<file path="config.mk">
export PLATFORM = sky130hd
export DESIGN_NAME = pix_step_top
export DESIGN_NICKNAME = d
export VERILOG_FILES = /design/src/rtl/pix_step_pkg.sv /design/src/rtl/pix_col_step.sv /design/src/rtl/pix_row_step.sv /design/src/rtl/pix_addr_sum.sv /design/src/rtl/pix_step_top.sv
export SDC_FILE = /design/constraint.sdc
export NUM_CORES = 1
export LEC_CHECK = 0
export ABC_CLOCK_PERIOD_IN_PS = 4580
export BUFFER_PORTS_ARGS = -buffer_cell sky130_fd_sc_hd__buf_2
export CAP_MARGIN = 0
export CORE_MARGIN = 2
export CORE_UTILIZATION = 45
export DETAILED_ROUTE_END_ITERATION = 12
export PLACE_DENSITY = 0.68
export SYNTH_ARGS = -nofsm -noshare
export SYNTH_HDL_FRONTEND = slang
export SYNTH_SLANG_ARGS = --single-unit
export TNS_END_PERCENT = 10
</file>
<file path="constraint.sdc">
create_clock -name clk -period 4.58 [get_ports clk]
set_clock_uncertainty 0.2 [all_clocks]
set_input_delay 0 -clock clk [delete_from_list [all_inputs] [get_ports clk]]
set_output_delay 0 -clock clk [all_outputs]
set_load 0.02 [all_outputs]
</file>
<file path="src/rtl/pix_step_pkg.sv">
// Package: shared types and direction decoding for the pixel stepper.
// Assumes the direction code 0 = down, then counter-clockwise in 45 degree steps.
package pix_step_pkg;

    typedef enum logic [1:0] {
        H_STAY  = 2'd0,
        H_RIGHT = 2'd1,
        H_LEFT  = 2'd2
    } hmove_e;

    typedef enum logic [1:0] {
        V_STAY = 2'd0,
        V_DOWN = 2'd1,
        V_UP   = 2'd2
    } vmove_e;

    // Horizontal part of a direction code.
    function automatic hmove_e dir_h(input logic [2:0] d);
        case (d)
            3'd1, 3'd2, 3'd3: dir_h = H_RIGHT;
            3'd5, 3'd6, 3'd7: dir_h = H_LEFT;
            default:          dir_h = H_STAY;
        endcase
    endfunction

    // Vertical part of a direction code.
    function automatic vmove_e dir_v(input logic [2:0] d);
        case (d)
            3'd0, 3'd1, 3'd7: dir_v = V_DOWN;
            3'd3, 3'd4, 3'd5: dir_v = V_UP;
            default:          dir_v = V_STAY;
        endcase
    endfunction

endpackage

</file>
<file path="src/rtl/pix_col_step.sv">
// Column stepper: rotates the one-hot dot mask by one place and flags a
// carry (wrap past the MSB) or a borrow (wrap past the LSB).
// Assumes mask_q is one-hot; bit 0 is the leftmost pixel of a word.
module pix_col_step
    import pix_step_pkg::*;
#(
    parameter int WORD_W = 16
) (
    input  logic [WORD_W-1:0] mask_q,
    input  hmove_e            hmove,
    output logic [WORD_W-1:0] mask_nx,
    output logic              carry_up,
    output logic              carry_dn
);

    logic [WORD_W-1:0] rot_msb;   // mask moved toward the MSB (rightward)
    logic [WORD_W-1:0] rot_lsb;   // mask moved toward the LSB (leftward)

    // Both rotations built bit by bit; the end bits feed across the word.
    for (genvar i = 0; i < WORD_W; i++) begin : g_rot
        assign rot_msb[i] = mask_q[(i + WORD_W - 1) % WORD_W];
        assign rot_lsb[i] = mask_q[(i + 1) % WORD_W];
    end

    // Select the rotation and raise the word carry or borrow on an edge crossing.
    always_comb begin
        mask_nx  = mask_q;
        carry_up = 1'b0;
        carry_dn = 1'b0;
        case (hmove)
            H_RIGHT: begin
                mask_nx  = rot_msb;
                carry_up = mask_q[WORD_W-1];
            end
            H_LEFT: begin
                mask_nx  = rot_lsb;
                carry_dn = mask_q[0];
            end
            default: ;
        endcase
    end

endmodule

</file>
<file path="src/rtl/pix_row_step.sv">
// Row stepper: turns the vertical part of a move into a signed word offset
// of plus or minus the pitch, in ADDR_W-bit two's complement.
// Assumes PITCH_W <= ADDR_W.
module pix_row_step
    import pix_step_pkg::*;
#(
    parameter int ADDR_W  = 18,
    parameter int PITCH_W = 8
) (
    input  logic [PITCH_W-1:0] pitch_q,
    input  vmove_e             vmove,
    output logic [ADDR_W-1:0]  row_delta
);

    logic [ADDR_W-1:0] pitch_ext;

    assign pitch_ext = ADDR_W'(pitch_q);

    // Pick +pitch, -pitch or zero for the row offset.
    always_comb begin
        case (vmove)
            V_DOWN:  row_delta = pitch_ext;
            V_UP:    row_delta = ADDR_W'(0) - pitch_ext;
            default: row_delta = '0;
        endcase
    end

endmodule

</file>
<file path="src/rtl/pix_addr_sum.sv">
// Address adder: adds the row offset and the column carry or borrow to the
// current word address, wrapping modulo 2^ADDR_W.
// Assumes carry_up and carry_dn are never both set.
module pix_addr_sum #(
    parameter int ADDR_W = 18
) (
    input  logic [ADDR_W-1:0] addr_q,
    input  logic [ADDR_W-1:0] row_delta,
    input  logic              carry_up,
    input  logic              carry_dn,
    output logic [ADDR_W-1:0] addr_nx
);

    logic [ADDR_W-1:0] col_adj;

    // Column adjustment: +1, -1 (all ones) or zero.
    always_comb begin
        if (carry_up)      col_adj = ADDR_W'(1);
        else if (carry_dn) col_adj = '1;
        else               col_adj = '0;
    end

    // Three-input sum; the natural width truncation gives the modulo wrap.
    assign addr_nx = addr_q + row_delta + col_adj;

endmodule

</file>
<file path="src/rtl/pix_step_top.sv">
// Pixel position stepper: holds the word address, dot mask, pitch and
// direction, and on each step moves the position to one of the eight
// neighbouring pixels. An address or dot load in the same cycle as a step
// wins over the step. Pitch and direction loads apply to later steps.
// Assumes WORD_W is a power of two, DOT_W = log2(WORD_W), and at most one step per clock.
module pix_step_top
    import pix_step_pkg::*;
#(
    parameter int ADDR_W  = 18,
    parameter int PITCH_W = 8,
    parameter int WORD_W  = 16,
    parameter int DOT_W   = $clog2(WORD_W)
) (
    input  logic               clk,
    input  logic               rst_n,
    input  logic               ld_addr,
    input  logic [ADDR_W-1:0]  addr_in,
    input  logic               ld_dot,
    input  logic [DOT_W-1:0]   dot_in,
    input  logic               ld_pitch,
    input  logic [PITCH_W-1:0] pitch_in,
    input  logic               ld_dir,
    input  logic [2:0]         dir_in,
    input  logic               step,
    output logic [ADDR_W-1:0]  word_addr,
    output logic [WORD_W-1:0]  dot_mask
);

    logic [ADDR_W-1:0]  addr_q;
    logic [WORD_W-1:0]  mask_q;
    logic [PITCH_W-1:0] pitch_q;
    logic [2:0]         dir_q;

    logic               step_go;
    hmove_e             hmove;
    vmove_e             vmove;
    logic [WORD_W-1:0]  mask_nx;
    logic               carry_up;
    logic               carry_dn;
    logic [ADDR_W-1:0]  row_delta;
    logic [ADDR_W-1:0]  addr_nx;
    logic [WORD_W-1:0]  dot_onehot;

    // A step counts only when neither position register is being loaded.
    assign step_go = step & ~ld_addr & ~ld_dot;

    // Split the held direction into its row and column parts.
    always_comb begin
        hmove = step_go ? dir_h(dir_q) : H_STAY;
        vmove = step_go ? dir_v(dir_q) : V_STAY;
    end

    // Decode the loaded dot index to a one-hot mask.
    for (genvar k = 0; k < WORD_W; k++) begin : g_dot
        assign dot_onehot[k] = (dot_in == DOT_W'(k));
    end

    pix_col_step #(
        .WORD_W (WORD_W)
    ) u_col (
        .mask_q   (mask_q),
        .hmove    (hmove),
        .mask_nx  (mask_nx),
        .carry_up (carry_up),
        .carry_dn (carry_dn)
    );

    pix_row_step #(
        .ADDR_W  (ADDR_W),
        .PITCH_W (PITCH_W)
    ) u_row (
        .pitch_q   (pitch_q),
        .vmove     (vmove),
        .row_delta (row_delta)
    );

    pix_addr_sum #(
        .ADDR_W (ADDR_W)
    ) u_sum (
        .addr_q    (addr_q),
        .row_delta (row_delta),
        .carry_up  (carry_up),
        .carry_dn  (carry_dn),
        .addr_nx   (addr_nx)
    );

    // Position registers: a load wins, otherwise take the stepped value.
    always_ff @(posedge clk) begin
        if (!rst_n) begin
            addr_q <= '0;
            mask_q <= WORD_W'(1);
        end else begin
            addr_q <= ld_addr ? addr_in : addr_nx;
            mask_q <= ld_dot ? dot_onehot : mask_nx;
        end
    end

    // Setup registers: pitch and direction, loaded by the host side.
    always_ff @(posedge clk) begin
        if (!rst_n) begin
            pitch_q <= '0;
            dir_q   <= 3'd0;
        end else begin
            if (ld_pitch) pitch_q <= pitch_in;
            if (ld_dir)   dir_q   <= dir_in;
        end
    end

    assign word_addr = addr_q;
    assign dot_mask  = mask_q;

endmodule

</file>
# Word-level counts from Yosys, hierarchy flattened
# Cells that the tools add are included.
# Widths: inputs -> output; s select.
# totals
regBits	45
in_bits	40
out_inout_bits	34
elab_cells	56
# classes
addsub	3
n_eq_ne	26
n_mux	12
bitwise_logic	4
n_reduce_logical	7
# ops
op	n
$mux 18	3
$add 18x18->18	2
$pmux 18 s2	1
$eq 4x4->1 const B	8
$pmux 16 s2	1
$eq 4x3->1 const B	4
$mux 16	1
$eq 3x3->1 const B	4
$reduce_or 3->1	4
$sub 1x8->9 const A	1
$eq 4x2->1 const B	2
$pmux 2 s2	2
$eq 3x2->1 const B	2
$eq 2x1->1 const B	2
$eq 2x2->1 const B	2
$eq 4x1->1 const B	1
$logic_not 4->1	1
$mux 2	2
$eq 3x1->1 const B	1
$logic_not 3->1	1
$reduce_bool 3->1	1
$and 1x1->1	2
$mux 1	2
$not 1->1	2

# Depth between registers and ports, before layout
# Gate-level depths: netlist of the first run.
# depth
ltp_word	10
mapped_depth	19
depth_no_buf	18

# Modules after synthesis
# A second synthesis of the first run with hierarchy kept.
# unflattened
cells_unflattened	403
hier_area_um2	3683.5
# modules_own_cells
mod	instances	cells_each	area_each_um2	seq_area_each_um2
pix_step_top	1	155	1740.4	900.9
pix_addr_sum	1	139	1221.2	0.0
pix_col_step	1	61	369.1	0.0
pix_row_step	1	48	352.8	0.0

# Worst setup path after synthesis of the first run
# Ideal clock, no wire load.
# synth_timing
path_kind	reg-to-reg
from	register dir_q[2]
to	register addr_q[17] (netlist: word_addr[17])
setup_ns	0.118
arrival_ns	3.890
required_ns	4.262
path_slack_ns	0.372
stages_incl_launch_ff	16
n_path_buf	2
period_less_slack_ns	4.208
path_cell_list	dfxtp_1 -> clkbuf_1 -> mux2i_1 -> nand2_1 -> inv_1 -> ha_1 -> clkbuf_1 -> o41a_1 -> fa_1 -> ha_1 -> a21oi_1 -> o21ai_0 -> a21oi_1 -> a21bo_2 -> a2111o_1 -> o2111a_1
# synth_between
elab_chain_len	10
elab_cells_between_ends	28
cone_classes	add/sub (2); eq/ne (11); mux (10); reduce/logical (5)
# synth_rtl
element	line	source
start, declared	pix_step_top.sv:32	logic [2:0] dir_q;
start signal, assigned	pix_step_top.sv:105	if (ld_dir) dir_q <= dir_in;
branches (longest 8 deep; another with $add 18x18->18)	n/a	
$add 18x18->18 (*)	pix_addr_sum.sv:24	assign addr_nx = addr_q + row_delta + col_adj;
$mux 18 (*)	pix_step_top.sv:93	addr_q <= ld_addr ? addr_in : addr_nx;
end signal, assigned	pix_step_top.sv:93	
end, declared	pix_step_top.sv:29	logic [ADDR_W-1:0] addr_q;
# Every way passes the cells marked *.
# A chain may end at the register's enable or synchronous reset.

# Worst setup path after layout of the first run
# layout_timing
from	register dir_q[2]
to	register addr_q[11] (netlist: word_addr[11])
# The elaborated chain is that of the path after synthesis.

==> results of run 1 <==
worst paths after layout:
check                       end  depth (start not counted)
setup reg to reg  word_addr[11]                         17
setup / recovery  word_addr[11]                         17
hold reg to reg    dot_mask[10]                          1
hold / removal      dot_mask[0]                          4
Yosys cell counts (all sizes together) (7+ instances only):
| library cell | n |
|---|---|
| dfxtp | 45 |
| nand2 | 32 |
| mux2i | 28 |
| inv | 23 |
| a21oi | 20 |
| nor2 | 20 |
| ha | 19 |
| fa | 18 |
| o21ai | 18 |
| clkbuf | 15 |
| o211a | 15 |
| nand3 | 14 |
| nor2b | 14 |
| a21o | 9 |
| and2 | 9 |
| o221ai | 9 |
| nand4 | 7 |
| or3 | 7 |
repair_timing:
action                                 CTS  global route
hold buffers                            44             0
setup endpoints to repair                0             4
endpoints found under the hold margin   34             0
resized for setup                        0             2
sequential cells by signal, indices dropped and copies added (netlist names):
name       cells
dir_q          3
word_addr     18
dot_mask      16
pitch_q        8
cells by family (layout without fill, tap and decap cells):
logic type,after synthesis,after routing,share of synthesized area (%)
multiplexers,28,28,8.02
flip-flops,45,45,25.8
buffers and inverters,44,151,5.48
adder cells (fa/ha/maj),37,37,17.1
AO/OA/AOI/OAI,105,105,22.3
XOR/XNOR,9,9,2.26
AND/OR/NAND/NOR,128,128,19.0
tightest hold or removal path, cell delays in order:
cell	delay [ns]
buf_2	0.15
or3_1	0.13
o211a_1	0.14
o21ai_0	0.06
layer usage:
layer  GRT usage (%)  vias up
met3            3.86       13
met4            5.97        0
li1                -     1652
met5               0        -
met1            26.8     1524
met2            37.6       85
area by class of cell:
cell class | count | area [um^2] | share of cell area (%)
Clock buffer | 6 | 82.6 | 1.86
Clock inverter | 2 | 17.5 | 0.394
Inverter | 23 | 86.3 | 1.94
Multi-Input combinational cell | 307 | 2400 | 54.1
Sequential cell | 45 | 901 | 20.3
Tap cell | 102 | 128 | 2.87
Timing Repair Buffer | 120 | 828 | 18.6
power by group:
| part | switching [uW] | leakage (uW) | internal, uW |
|---|---|---|---|
| Sequential | 26.8 | 0.000372 | 417 |
| Clock | 152 | 0.0000518 | 126 |
| Combinational | 129 | 0.00171 | 115 |
| Total | 308 | 0.00213 | 657 |
through the flow:
stage | worst slack (ns) | hold slack (ns) | power (uW) | instance area [um^2]
after global placement | 0.430 | 0.0174 | 659 | 3900
final | 0.364 | 0.0158 | 965 | 4450
after CTS | 0.234 | 0.00337 | 980 | 4440
after global routing | 0.0956 | 0.0332 | 1020 | 4450
after floorplan | 0.372 | -0.0738 | 593 | 3490
after detailed placement | 0.294 | 0.0316 | 664 | 3900
==> reports/summary.txt, run 1 <==
M1 WL - 3940 um
Chip height - 92.1 um
CP Buf/Inv Count - 4
Slew HR - 42.2%
Vias - 3274
All-layer global routing usage - 21.4%
Input/output buffers - 73
Cell area after synthesis - 3490 um^2
Placement row count - 32
Peak supply drop - 0.148 mV
Layout net count - 579
Final min period - 4.22 ns
# diodes - 0
RSZ-0062 raised after global routing - no
Share of cells above drive strength 1 - 18.3%
Setup Buffers After CTS - 0
TritonRoute pass-1 iters - 4
Routed wl met2 - 4330 um
# H-tree levels - 2
Reg-to-reg startpoint - dir_q[2]
Detailed Route Iter0 Violations - 135
CP Capture Type - register
Cells after DPL - 553
Fmax - 237 MHz
Yosys cell types - 56
Setup crit start kind - register
Total CTS buffers - 5
Hold path startpoint - dot_in[2]
# IOs - 74
Slew @ Worst Pin - 0.868 ns
Most used cell, CP - inv_1
Max_cap viols - 0
Commonest non-fill, non-tap cell in the layout - buf_2
Layout area overhead - 27.3%
Hold Crit Class - input pin to register
Critical-path cell list - mux2i_1 -> nand2_1 -> inv_1 -> ha_2 -> inv_1 -> a211o_1 -> fa_1 -> inv_1 -> ha_1 -> inv_1 -> fa_1 -> nor2b_1 -> o2111ai_1 -> a21boi_0 -> o21ai_1 -> a2111oi_0 -> or3_1
Final core area utilization - 58.5%
Setup CP Type - register to register
Ys flop type - dfxtp_1
Worst R2R Setup Slack - 0.36 ns
TritonCTS clock tree - built
Drt drc - 0
Sequential-to-total area share from yosys stat - 25.8%
Leak pwr - 0.00213 uW
Critical Path Start - dir_q[2]
Initial antenna violation count - 0
Number of routed nets with antenna violations - 0
Worst-path maximum fanout - 10
Post-synth top area share - 25.8%
Crit path DAT - 4.27 ns
Die span in x - 92.1 um
Max Buffers Root-to-Sink - 2
Placer Congestion - 0.888
Avg Synthesized Cell Area - 8.82 um^2
Clk sinks - 45
DR top layer - met4
PwrDens - 217 nW/um^2
Status - finished clean
Post-Syn Instances - 396
Final Hold Fails - 0
CP max-delay cell - dfxtp_1
Grt ovf - 0
CP Data Required Time - 4.63 ns
Core ar. - 7610 um^2
Fill cell count - 718
Syn Nets - 473
Metal3 WL - 436 um
Dpl hpwl - 6270 um
Most frequent cells in the layout - buf_2, dfxtp_1, dlygate4sd3_1
Largest net degree at the start of global routing - 45
Pins Over Slew Limit - 0
Vias in the first global route - 3179
YS warnings - 0
Die area - 8480 um^2
Register bit total from synthesis - 45
Global-route wire length before repair - 14600 um
Post-route setup TNS - 0 ns
Via/cell ratio - 5.41
Synth async-reset ratio - 0%
Clock Latency Late Sink - 0.30 ns
Reg clk slew, reported paths - 0.09 ns
Largest area contributor in the netlist - dfxtp_1
EDFF count, synth - 0
Non-filler cells, final - 605
Top cells by area, synth - dfxtp_1, fa_1, mux2i_1
WL per Instance - 14.6 um
Slowest Stage Delay on Critical Path - 0.48 ns
Starting Density - 45.9%
Crit-path leading delay family - compound AO/OA/AOI/OAI gates
Root Buffer Master - clkbuf_8
# setup viols final - 0
Final worst path period share - 92.0%
Routed wire length - 8820 um
No activity file was read; power rests on OpenSTA's default activity.
==> run 2: changes to the inputs <==
Settings changed: HOLD_SLACK_MARGIN set to 0.05.
==> run 2 against run 1 <==
Net effect: wire length rose by 0.57%; clock-buffer cell count did not move; total power rose by 0.33%; die area did not move; first-iteration DRC count rose by 5.9%; highest routed layer unchanged; worst hold slack improved by 0.096 ns.
==> reports/summary.txt, run 2 (synthesis results as in run 1) <==
Status - finished clean
M1 WL - 3940 um (about the same)
Setup Buffers After CTS - 0 (unchanged)
Number of routed nets with antenna violations - 0 (unchanged)
Initial antenna violation count - 0 (unchanged)
# diodes - 0 (unchanged)
Fill cell count - 716 (-0.28%)
DR top layer - met4
Starting Density - 45.9% (unchanged)
Layout net count - 584 (+0.86%)
Leak pwr - 0.00215 uW (+0.77%)
Most frequent cells in the layout - buf_2, dlygate4sd3_1, dfxtp_1
Reg clk slew, reported paths - 0.09 ns (about the same)
Via/cell ratio - 5.43 (+0.39%)
TritonCTS clock tree - built
FF-to-FF End - word_addr[11]
# IOs - 74 (unchanged)
Worst setup path endpoint - word_addr[11]
Final min period - 4.25 ns (+0.0297 ns)
Slew @ Worst Pin - 0.876 ns (+0.00831 ns)
Hold path startpoint - ld_addr
Hold Crit Class - input pin to register
Worst-path maximum fanout - 10 (unchanged)
Max Buffers Root-to-Sink - 2 (unchanged)
All-layer global routing usage - 21.4% (+0.052 points)
Post-route setup TNS - 0 ns (unchanged)
Cells after DPL - 553 (unchanged)
PnR Total Power - 968 uW (+0.33%)
Largest net degree at the start of global routing - 45 (unchanged)
Share of cells above drive strength 1 - 18.1% (-0.18 points)
Placement row count - 32 (unchanged)
Clk sinks - 45 (unchanged)
Routed wire length - 8870 um (+0.57%)
# H-tree levels - 2 (unchanged)
Metal3 WL - 469 um (+7.6%)
# setup viols final - 0 (unchanged)
Drt drc - 0 (unchanged)
Input/output buffers - 73 (unchanged)
Routed wl met2 - 4320 um (about the same)
Die area - 8480 um^2 (unchanged)
Chip height - 92.1 um (unchanged)
Total CTS buffers - 5 (unchanged)
Peak supply drop - 0.148 mV (about the same)
Dpl hpwl - 6270 um (unchanged)
PwrDens - 215 nW/um^2 (-0.78%)
Die span in x - 92.1 um (unchanged)
CP Capture Type - register
Fmax - 236 MHz (-0.70%)
RSZ-0062 raised after global routing - no
Global-route wire length before repair - 14700 um (+0.29%)
Setup crit start kind - register
Pins Over Slew Limit - 0 (unchanged)
Placer Congestion - 0.888 (unchanged)
Non-filler cells, final - 610 (+0.83%)
Final worst path period share - 92.7% (+0.65 points)
Worst R2R Setup Slack - 0.33 ns (-0.03 ns)
Detailed Route Iter0 Violations - 143 (+5.9%)
Root Buffer Master - clkbuf_8
Critical Path Start - dir_q[2]
Crit path DAT - 4.30 ns (+0.03 ns)
Max_cap viols - 0 (unchanged)
Commonest non-fill, non-tap cell in the layout - buf_2
Final Hold Fails - 0 (unchanged)
Core ar. - 7610 um^2 (unchanged)
Grt ovf - 0 (unchanged)
Vias in the first global route - 3188 (+0.28%)
CP Data Required Time - 4.63 ns (about the same)
TritonRoute pass-1 iters - 4 (unchanged)
Layout area overhead - 28.8%
Slew HR - 41.6% (-0.55 points)
Vias - 3314 (+1.2%)
Max reg flops - 18 (unchanged)
Setup CP Type - register to register
WL per Instance - 14.5 um (-0.26%)
Clock Latency Late Sink - 0.30 ns (about the same)
R2r worst-path depth - 17 (unchanged)
Reg-to-reg startpoint - dir_q[2]
run 2: changes by cell type in the layout (fill, tap and decap cells not counted), sizes merged:
cell | previous run | this run
dlygate4sd3 | 44 | 49
run 2: worst min-delay path by stage:
stage | slack [ns] | endpoint | depth (start not counted)
finish | 0.11 | word_addr[1] | 4
global route | 0.13 | word_addr[1] | 4
CTS | 0.10 | word_addr[1] | 4
floorplan | -0.07 | word_addr[13] | 2
detailed placement | 0.03 | word_addr[13] | 3
global placement | 0.02 | word_addr[13] | 3
run 2: repair_timing:
| action | 4_1_cts | 5_1_grt |
|---|---|---|
| resized for setup | 0 | 2 |
| hold endpoints to repair | 39 | 0 |
| hold buffers | 49 | 0 |
| endpoints found under the setup margin | 0 | 4 |
run 2: power breakdown:
part / switching, uW / internal (uW) / leakage (uW)
registers: 26.9 / 417 / 0.000372
logic: 129 / 117 / 0.00173
clock network: 152 / 126 / 0.0000518
total: 308 / 660 / 0.00215
run 2: per-stage QoR:
step	hold WS [ns]	instance area [um^2]	worst slack, ns	util [%]
floorplan	-0.0738	3490	0.372	-
global placement	0.0174	3900	0.430	51.3
detailed placement	0.0316	3900	0.294	51.3
CTS	0.103	4490	0.234	59.1
global route	0.131	4500	0.0956	59.1
finish	0.112	4500	0.334	59.1
run 2: metal layers:
layer / global-route usage (%) / vias to the layer above
met5: 0 / -
met4: 5.97 / 0
met3: 3.86 / 15
met2: 37.7 / 93
met1: 26.9 / 1542
li1: - / 1664
run 2: final cells by class:
type | instances | area, um^2 | share of cell area [%]
Sequential cell | 45 | 901 | 20.0
Multi-Input combinational cell | 307 | 2400 | 53.5
Timing Repair Buffer | 125 | 878 | 19.5
Clock buffer | 6 | 82.6 | 1.84
Tap cell | 102 | 128 | 2.84
Inverter | 23 | 86.3 | 1.92
Clock inverter | 2 | 17.5 | 0.389
run 2: worst max-delay path, stage by stage, from the launching register on:
cell	delay, ns
dfxtp_1	0.48
mux2i_1	0.21
nand2_1	0.09
inv_1	0.08
ha_2	0.28
inv_1	0.13
a211o_1	0.33
fa_1	0.40
inv_1	0.07
ha_1	0.15
inv_1	0.05
fa_1	0.39
nor2b_1	0.16
o2111ai_1	0.14
a21boi_0	0.28
o21ai_1	0.15
a2111oi_0	0.42
or3_1	0.17
==> run 3: changes to the inputs <==
Settings changed: BUFFER_PORTS_ARGS -buffer_cell sky130_fd_sc_hd__buf_2 to unset, CTS_BUF_LIST set to sky130_fd_sc_hd__clkbuf_8, DONT_BUFFER_PORTS set to 1, PLACE_DENSITY 0.68 to unset.
==> run 3 against run 2 <==
Net effect: core utilization is 3.4 points lower; first-iteration DRC count is 39% lower; sequential power is 6.3% higher; non-clock buffer count is 64 lower; maximum frequency is 0.95% lower; flip-flop and latch count stayed put; wire length is 0.82% lower; critical path depth is 1 higher; register-to-register slack worse by 0.04 ns; die area stayed put; cell count is 10% lower; critical path type unchanged; critical endpoint is now word_addr[7]; highest routed layer unchanged.
==> reports/summary.txt, run 3 (synthesis results as in run 1) <==
Status - finished clean
Initial antenna violation count - 0 (unchanged)
# IOs - 74 (unchanged)
Placement row count - 32 (unchanged)
CP Data Required Time - 4.58 ns (-0.05 ns)
Post-route setup TNS - 0 ns (unchanged)
Fill cell count - 722 (+0.84%)
Max_cap viols - 0 (unchanged)
Share of cells above drive strength 1 - 4.28% (-14 points)
Clk sinks - 45 (unchanged)
CP Capture Type - register
Fmax - 233 MHz (-0.95%)
Global-route wire length before repair - 14700 um (-0.14%)
Setup crit start kind - register
Peak supply drop - 0.0970 mV (-35%)
Final min period - 4.29 ns (+0.0406 ns)
Multi-input gate area - 2400 um^2 (about the same)
Routed wire length - 8800 um (-0.82%)
R2r worst-path depth - 18 (+1)
Clock share of power - 29.3% (+0.7 points)
Die span in x - 92.1 um (unchanged)
Hold Crit Class - input pin to register
Max reg flops - 18 (unchanged)
Drt drc - 0 (unchanged)
Power Internal - 643 uW (-2.6%)
Final worst path period share - 93.6% (+0.89 points)
Cells after DPL - 479 (-13%)
Reg-to-reg startpoint - dir_q[1]
Crit path DAT - 4.29 ns (about the same)
Commonest non-fill, non-tap cell in the layout - dlygate4sd3_1
Dpl hpwl - 6080 um (-3.0%)
FF/Latch Area - 902 um^2 (+0.14%)
Worst-path maximum fanout - 10 (unchanged)
Largest net degree at the start of global routing - 45 (unchanged)
Leak pwr - 0.00189 uW (-12%)
Vias in the first global route - 3117 (-2.2%)
Total CTS buffers - 5 (unchanged)
Setup CP Type - register to register
RSZ-0062 raised after global routing - no
Reg clk slew, reported paths - 0.10 ns (about the same)
FF-to-FF End - word_addr[7]
Via/cell ratio - 5.65 (+4.0%)
Worst R2R Setup Slack - 0.29 ns (-0.04 ns)
Number of routed nets with antenna violations - 0 (unchanged)
Die area - 8480 um^2 (unchanged)
Worst setup path endpoint - word_addr[7]
Root Buffer Master - clkbuf_8
Final Hold Fails - 0 (unchanged)
Vias - 3086 (-6.9%)
Grt ovf - 0 (unchanged)
Placer Congestion - 0.883 (-0.57%)
PwrDens - 221 nW/um^2 (+2.9%)
Clock Latency Late Sink - 0.30 ns (about the same)
Critical Path Start - dir_q[1]
# H-tree levels - 2 (unchanged)
Non-filler cells, final - 546 (-10%)
Slew HR - 40.0% (-1.6 points)
Max Buffers Root-to-Sink - 2 (unchanged)
Core ar. - 7610 um^2 (unchanged)
Most frequent cells in the layout - dlygate4sd3_1, dfxtp_1, nand2_1
Detailed Route Iter0 Violations - 87 (-39%)
Chip height - 92.1 um (unchanged)
NetSw - 296 uW (-3.9%)
# setup viols final - 0 (unchanged)
WL per Instance - 16.1 um (+11%)
TritonCTS clock tree - built
Pins Over Slew Limit - 0 (unchanged)
Combinational fraction of design power - 20.4% (-5.1 points)
Sequential Power Share - 50.3% (+4.4 points)
Starting Density - 45.9% (unchanged)
All-layer global routing usage - 21.3% (-0.098 points)
Setup Buffers After CTS - 0 (unchanged)
Layout net count - 520 (-11%)
Slew @ Worst Pin - 0.900 ns (+0.0236 ns)
Layout area overhead - 21.4%
Switching share of total power - 31.5% (-0.28 points)
TritonRoute pass-1 iters - 4 (unchanged)
# diodes - 0 (unchanged)
Input/output buffers - 0 (-100%)
==> run 3: timing repair <==
item,CTS,global route
endpoints found under the setup margin,0,8
endpoints found under the hold margin,45,0
gates resized for setup,0,6
hold buffers,59,0
==> run 3: power by group through the flow <==
| stage | Clock, uW | Sequential (uW) | Combinational (uW) |
|---|---|---|---|
| global placement | 0 | 482 | 128 |
| detailed placement | 0 | 482 | 131 |
| floorplan | 0 | 471 | 121 |
| finish | 275 | 472 | 191 |
| CTS | 290 | 473 | 190 |
| global route | 304 | 478 | 214 |
==> run 3: worst max-delay path, cell delays in order, from the launching register on <==
cell	delay [ns]
dfxtp_1	0.44
nand2_1	0.07
mux2i_1	0.12
nand2_1	0.09
inv_1	0.08
ha_2	0.27
inv_1	0.14
a211o_1	0.33
fa_1	0.39
inv_1	0.06
ha_1	0.16
inv_1	0.06
fa_1	0.40
nor2b_1	0.19
o2111ai_1	0.14
a21boi_1	0.22
o31ai_1	0.10
dlygate4sd3_1	0.59
and2_1	0.15
==> run 3: layer usage <==
layer  vias to the layer above  routed length [um]  global-route usage (%)  part of all wire, %
li1                       1540                   -                       -                    -
met1                      1439                3730                    25.9                   42
met2                        91                4280                    36.5                   49
met3                        16                 586                    5.59                  6.7
met4                         0                 200                    7.46                  2.3
met5                         -                   0                       0                    0
==> run 3: layout make-up <==
class / count / area share, %
Timing Repair Buffer: 61 / 14.6
Tap cell: 102 / 3.01
Sequential cell: 45 / 21.3
Multi-Input combinational cell: 307 / 56.7
Clock buffer: 6 / 1.95
Inverter: 23 / 2.06
Clock inverter: 2 / 0.413
==> run 3: worst min-delay path by stage <==
stage	startpoint	to	slack [ns]	cells after the start
after floorplan	addr_in[13]	word_addr[13]	-0.07	2
after CTS	step	dot_mask[15]	0.1	4
after global placement	rst_n	dot_mask[0]	-0.11	1
after detailed placement	rst_n	dot_mask[0]	-0.11	1
after global routing	step	dot_mask[15]	0.16	4
final	step	dot_mask[15]	0.12	4
==> run 3: metrics by stage <==
stage / instance area, um^2 / util (%) / hold slack, ns / worst slack [ns] / power, uW
after global placement: 3530 / 46.4 / -0.108 / 0.413 / 610
after detailed placement: 3530 / 46.4 / -0.107 / 0.231 / 614
after CTS: 4230 / 55.6 / 0.0962 / 0.0415 / 953
after global routing: 4240 / 55.8 / 0.156 / 0.00865 / 997
final: 4240 / 55.8 / 0.115 / 0.294 / 939
after floorplan: 3490 / - / -0.0738 / 0.372 / 593
